<file path="src/rtl/nandser_pkg.sv">
package nandser_pkg;
  localparam int HOST_W = 32;
  localparam int DEV_W = 16;
  localparam int IDX_W = 2;
  localparam logic [1:0] NAND_TYPE = 2'd2;

  typedef enum logic [1:0] {WIN_CMD = 2'd0, WIN_ADDR = 2'd1, WIN_DATA = 2'd2, WIN_DATA2 = 2'd3} win_e;
  typedef enum logic [1:0] {SZ_BYTE = 2'd0, SZ_HALF = 2'd1, SZ_WORD = 2'd2, SZ_WORD2 = 2'd3} size_e;

  typedef struct packed {
    logic load;
    logic clear;
    logic step;
    logic active;
    logic [IDX_W-1:0] idx;
  } ctl_t;
endpackage

</file>
<file path="src/rtl/nandser_ctrl.sv">
module nandser_ctrl
  import nandser_pkg::*;
(
  input  logic       clk,
  input  logic       rstN,
  input  logic       reqValid,
  input  logic [1:0] reqSize,
  input  logic       devWide,
  input  logic [1:0] devType,
  input  logic       devAck,
  output ctl_t       ctl,
  output logic       busy,
  output logic       done
);
  logic running;
  logic [IDX_W-1:0] idxQ;
  logic [IDX_W-1:0] lastIdx;
  logic [IDX_W-1:0] lastCalc;
  logic accept;
  logic typeOk;
  logic finish;

  always_comb begin
    if (devWide) lastCalc = (reqSize[1]) ? IDX_W'(1) : IDX_W'(0);
    else if (reqSize[1]) lastCalc = IDX_W'(3);
    else if (reqSize[0]) lastCalc = IDX_W'(1);
    else lastCalc = IDX_W'(0);
  end

  assign accept = reqValid && !running;
  assign typeOk = (devType == NAND_TYPE);
  assign finish = running && devAck && (idxQ == lastIdx);

  always_comb begin
    ctl.load   = accept && typeOk;
    ctl.clear  = accept && !typeOk;
    ctl.step   = running && devAck;
    ctl.active = running;
    ctl.idx    = idxQ;
  end

  always_ff @(posedge clk) begin
    if (!rstN) begin
      running <= 1'b0;
      idxQ    <= '0;
      lastIdx <= '0;
      done    <= 1'b0;
    end else begin
      done <= finish || (accept && !typeOk);
      if (accept && typeOk) begin
        running <= 1'b1;
        idxQ    <= '0;
        lastIdx <= lastCalc;
      end else if (finish) begin
        running <= 1'b0;
      end else if (running && devAck) begin
        idxQ <= idxQ + IDX_W'(1);
      end
    end
  end

  assign busy = running;
endmodule

</file>
<file path="src/rtl/nandser_dp.sv">
module nandser_dp
  import nandser_pkg::*;
(
  input  logic              clk,
  input  logic              rstN,
  input  ctl_t              ctl,
  input  logic              reqWrite,
  input  logic [1:0]        reqWindow,
  input  logic [1:0]        reqSize,
  input  logic [HOST_W-1:0] reqWdata,
  input  logic              devWide,
  input  logic [DEV_W-1:0]  devDin,
  output logic              devCycle,
  output logic              devWe,
  output logic              devCle,
  output logic              devAle,
  output logic [DEV_W-1:0]  devDout,
  output logic [HOST_W-1:0] rdData
);
  localparam int NBYTES = HOST_W / 8;
  localparam int NHALF = HOST_W / DEV_W;

  logic [HOST_W-1:0] wdataQ;
  logic [1:0] sizeQ;
  logic [1:0] winQ;
  logic wideQ;
  logic writeQ;
  logic [7:0] byteLane [NBYTES];
  logic [DEV_W-1:0] halfLane [NHALF];

  genvar g;
  generate
    for (g = 0; g < NBYTES; g++) begin : g_byte
      assign byteLane[g] = wdataQ[g*8 +: 8];
    end
    for (g = 0; g < NHALF; g++) begin : g_half
      assign halfLane[g] = wdataQ[g*DEV_W +: DEV_W];
    end
  endgenerate

  always_ff @(posedge clk) begin
    if (!rstN) begin
      wdataQ <= '0;
      sizeQ  <= '0;
      winQ   <= '0;
      wideQ  <= 1'b0;
      writeQ <= 1'b0;
      rdData <= '0;
    end else if (ctl.load) begin
      wdataQ <= reqWdata;
      sizeQ  <= reqSize;
      winQ   <= reqWindow;
      wideQ  <= devWide;
      writeQ <= reqWrite;
      rdData <= '0;
    end else if (ctl.clear) begin
      rdData <= '0;
    end else if (ctl.step && !writeQ) begin
      if (wideQ) begin
        if (sizeQ == SZ_BYTE) rdData[7:0] <= devDin[7:0];
        else rdData[ctl.idx[0]*DEV_W +: DEV_W] <= devDin;
      end else begin
        rdData[ctl.idx*8 +: 8] <= devDin[7:0];
      end
    end
  end

  always_comb begin
    devCycle = ctl.active;
    devWe    = ctl.active && writeQ;
    devCle   = ctl.active && (winQ == WIN_CMD);
    devAle   = ctl.active && (winQ == WIN_ADDR);
    if (!ctl.active || !writeQ) devDout = '0;
    else if (wideQ) devDout = halfLane[ctl.idx[0]];
    else devDout = {{(DEV_W-8){1'b0}}, byteLane[ctl.idx]};
  end
endmodule

</file>
<file path="src/rtl/nand_width_serializer.sv">
module nand_width_serializer
  import nandser_pkg::*;
(
  input  logic        clk,
  input  logic        rstN,
  input  logic        reqValid,
  input  logic        reqWrite,
  input  logic [1:0]  reqWindow,
  input  logic [1:0]  reqSize,
  input  logic [31:0] reqWdata,
  input  logic        devWide,
  input  logic [1:0]  devType,
  input  logic        devAck,
  input  logic [15:0] devDin,
  output logic        devCycle,
  output logic        devWe,
  output logic        devCle,
  output logic        devAle,
  output logic [15:0] devDout,
  output logic        busy,
  output logic        done,
  output logic [31:0] rdData
);
  ctl_t ctl;

  nandser_ctrl u_ctrl (
    .clk(clk), .rstN(rstN), .reqValid(reqValid), .reqSize(reqSize),
    .devWide(devWide), .devType(devType), .devAck(devAck),
    .ctl(ctl), .busy(busy), .done(done)
  );

  nandser_dp u_dp (
    .clk(clk), .rstN(rstN), .ctl(ctl), .reqWrite(reqWrite),
    .reqWindow(reqWindow), .reqSize(reqSize), .reqWdata(reqWdata),
    .devWide(devWide), .devDin(devDin), .devCycle(devCycle),
    .devWe(devWe), .devCle(devCle), .devAle(devAle),
    .devDout(devDout), .rdData(rdData)
  );
endmodule

</file>
<file path="config.mk">
export PLATFORM = sky130hd
export DESIGN_NAME = nand_width_serializer
export DESIGN_NICKNAME = d
export VERILOG_FILES = /design/src/rtl/nandser_pkg.sv /design/src/rtl/nandser_ctrl.sv /design/src/rtl/nandser_dp.sv /design/src/rtl/nand_width_serializer.sv
export SDC_FILE = /design/constraint.sdc
export NUM_CORES = 1
export LEC_CHECK = 0
export BUFFER_PORTS_ARGS = -buffer_cell sky130_fd_sc_hd__buf_4
export CORE_ASPECT_RATIO = 2
export CORE_MARGIN = 4
export CORE_UTILIZATION = 47
export DETAILED_ROUTE_END_ITERATION = 16
export GPL_TIMING_DRIVEN = 0
export PLACE_DENSITY = 0.76
export SYNTH_ARGS = -nofsm -noshare
export SYNTH_HDL_FRONTEND = slang
export SYNTH_SLANG_ARGS = --single-unit
</file>
<file path="constraint.sdc">
create_clock -name clk -period 1.95 [get_ports clk]
set_input_delay 0.39 -clock clk [delete_from_list [all_inputs] [get_ports clk]]
set_output_delay 0.39 -clock clk [all_outputs]
set_load 0.1 [all_outputs]
</file>
==> metrics.cfg <==
[worst_setup_path]
crit_arrival_ns = 1.76
r2r_setup_slack_ns = 0.02
worstPathMaxFanout = 7
crit_type = reg -> out
crit_required_ns = 1.56
cp-end-kind = primary output
r2r_cells = 8
cp-start-kind = flip-flop

[timing]
slew_headroom_pct = 55.52
min_period_ns = 2.148
rsz0062_at_grt = true
worst_pin_slew_ns = 0.6672
finalWorstSetupSlack_ns = -0.1979
fmax_mhz = 465.6
finalSetupViolCount = 16
tns_ns = -1.917
hold_violations = 0
fin_crit_sh_pct = 110.2
slew_viol_final = 0
fin_skew_ns = 0.004291

[routing]
routed_wl_um = 13940
top_layer_used = met4
wl_per_cell_um = 20.43
met3WireLength_um = 720
drc = 0
vias = 4079
vias_per_cell = 5.981
wl_met2_um = 8073
wl_met1_um = 4380
drtIter0Drc = 213
first_pass_iters = 5
final_antenna_net_count = 0

[floorplanning]
initial_utilization_pct = 47.95
die_area_um2 = 9695
chipHeight_um = 135.3
fp.dieW_um = 71.66
core_um2 = 7943
num_rows = 46
ios = 114

[min_path]
min_path_cells = 3
hold_class = in -> reg

[grt]
grt_max_degree = 13
grt_pass1_vias = 4238
grt_pass1_wl_um = 20690
antenna_found_initial = 0
grt_overflow = 0
grt_usage_pct = 27.58

[place]
portBuffers = 112
dp.cells = 654
dp_hpwl_um = 9620
routabilityCongestion = 0.8625

[cells_and_area]
syn2layout_area_growth_pct = 57.39
drive_above_1_share_pct = 39.25
num-fill-cells = 557
nets = 647
seq_area_um2 = 1538
insertedDiodeCount = 0
utilization_pct = 75.47
final_cells = 682
multi_input_comb_area_um2 = 2434

[power]
p_leak_nw = 2.241
power.density_nw_per_um2 = 644.3
peakVddDrop_v = 0.0005262

[clock_tree]
worstSkewPairLatency_ns = 0.33
clock_path_buffers = 2
clk_pin_slew_ns = 0.06
cts_buffers = 9
cts_tree = built
cts_num_sinks = 76
cts_max_level = 3
clockRootBuffer = clkbuf_16

[logic_synthesis]
synth_top_area_share_pct = 39.95
async_flop_share_pct = 0
yosysSeqAreaShare_pct = 39.95
synth_enable_flop_cells = 0
synth_cell_types = 55
syn_nets = 511
synth_ff_type = dfxtp_1
syn_inst = 446
syn_area_um2 = 3809
avgSynthCellArea_um2 = 8.540
ys_warn_count = 0
synth_common_cells = nand2_1 (82), dfxtp_1 (76), a21oi_1 (51), inv_1 (26), mux2i_1 (22)
synth.most_common_cell = nand2_1
synth_top_cell_by_area = dfxtp_1
ys_top_cells_by_area = dfxtp_1 (40%), nand2_1 (8.1%), a21oi_1 (6.7%)
yosys_register_bits = 76

[run_status]
status = finished, violations left
violations = negative setup slack

[job]
max_cap_violations = 0

registers in the layout, summed over array words and instances, names as in the netlist:
| name | flops |
|---|---|
| u_dp.wdataQ | 32 |
| u_dp.winQ | 2 |
| u_ctrl.busy | 1 |
| u_dp.rdData | 32 |
| u_dp.writeQ | 1 |
| u_ctrl.idxQ | 2 |
| u_dp.sizeQ | 2 |
| u_ctrl.lastIdx | 2 |
| u_dp.wideQ | 1 |
| u_ctrl.done | 1 |
where the power goes:
part	internal, mW	switching [mW]
logic	0.159	0.211
registers	1.58	0.0375
clock network	1.22	0.653
cell usage in the layout, fill, tap and decap left out, types with 3 or more instances in the layout:
cell type / instances
buf_2: 8
dfxtp_4: 4
buf_12: 22
dfxtp_1: 71
a22oi_2: 4
nand2b_1: 3
a22oi_1: 4
a211o_1: 6
nand3_1: 20
a211oi_4: 3
clkbuf_16: 11
nand2_1: 81
ha_1: 4
mux2i_1: 12
a32oi_2: 4
o22ai_1: 8
clkbuf_1: 10
a21oi_4: 6
nor2_4: 8
a32o_1: 16
nor2b_1: 4
o32ai_1: 12
inv_1: 26
o211a_1: 3
o32ai_2: 4
nor2_1: 3
and3_1: 8
a21oi_1: 44
buf_4: 111
mux2i_4: 9
layout make-up:
class	instances	area share (%)
repair buffers	127	20.16
flip-flops and latches	76	25.65
multi-input cells	307	40.60
inverters	28	1.837
well taps	96	2.004
plain buffers	33	4.174
clock buffers	11	4.404
clock inverters	4	1.169
through the flow:
stage | hold WS [ns] | power, mW | cell area, µm² | setup slack (ns)
after global routing | 0.3000 | 3.944 | 5995 | -0.2322
after global placement | 0.4371 | 1.975 | 4994 | -0.1772
after floorplan | 0.4360 | 1.813 | 4033 | -0.2842
after detailed placement | 0.4501 | 1.982 | 4994 | -0.2578
final | 0.3000 | 3.862 | 5995 | -0.1979
after CTS | 0.2961 | 3.836 | 5816 | -0.1709
critical path, stage by stage (launching register included):
cell	delay (ns)
dfxtp_4	0.36
buf_12	0.14
buf_12	0.14
mux2i_1	0.13
a211o_1	0.30
a21oi_4	0.16
buf_12	0.19
final timing paths:
check                              startpoint                           end
setup reg to reg  u_ctrl.idxQ[0]$_SDFFE_PP0P_  u_dp.rdData[12]$_SDFFE_PP0P_
hold / removal                    reqWdata[7]   u_dp.wdataQ[7]$_SDFFE_PN0P_
setup / recovery  u_ctrl.idxQ[0]$_SDFFE_PP0P_                    devDout[6]
hold reg to reg   u_dp.rdData[6]$_SDFFE_PP0P_   u_dp.rdData[6]$_SDFFE_PP0P_
what timing repair did:
item	CTS	global route
hold buffers	0	0
hold endpoints to repair	0	0
setup endpoints to repair	48	42
resized for setup	90	25
setup buffers	12	2
pin swaps	19	10
cloned	0	1
routing by layer:
metal | up-vias | global-route usage [%]
li1 | 1885 | -
met1 | 1977 | 25.05
met2 | 172 | 53.18
met3 | 45 | 4.235
met4 | 0 | 19.04
met5 | - | 0
cells by family after synthesis:
kind of cell,count (synthesis),share of synthesized area (%)
AND/OR/NAND/NOR,152,19.81
buffers and inverters,63,7.884
XOR/XNOR,2,0.4600
adder cells (fa/ha/maj),5,1.643
flip-flops,76,39.95
multiplexers,22,5.782
AO/OA/AOI/OAI,126,24.47
Power figures use the tool's default switching activity.
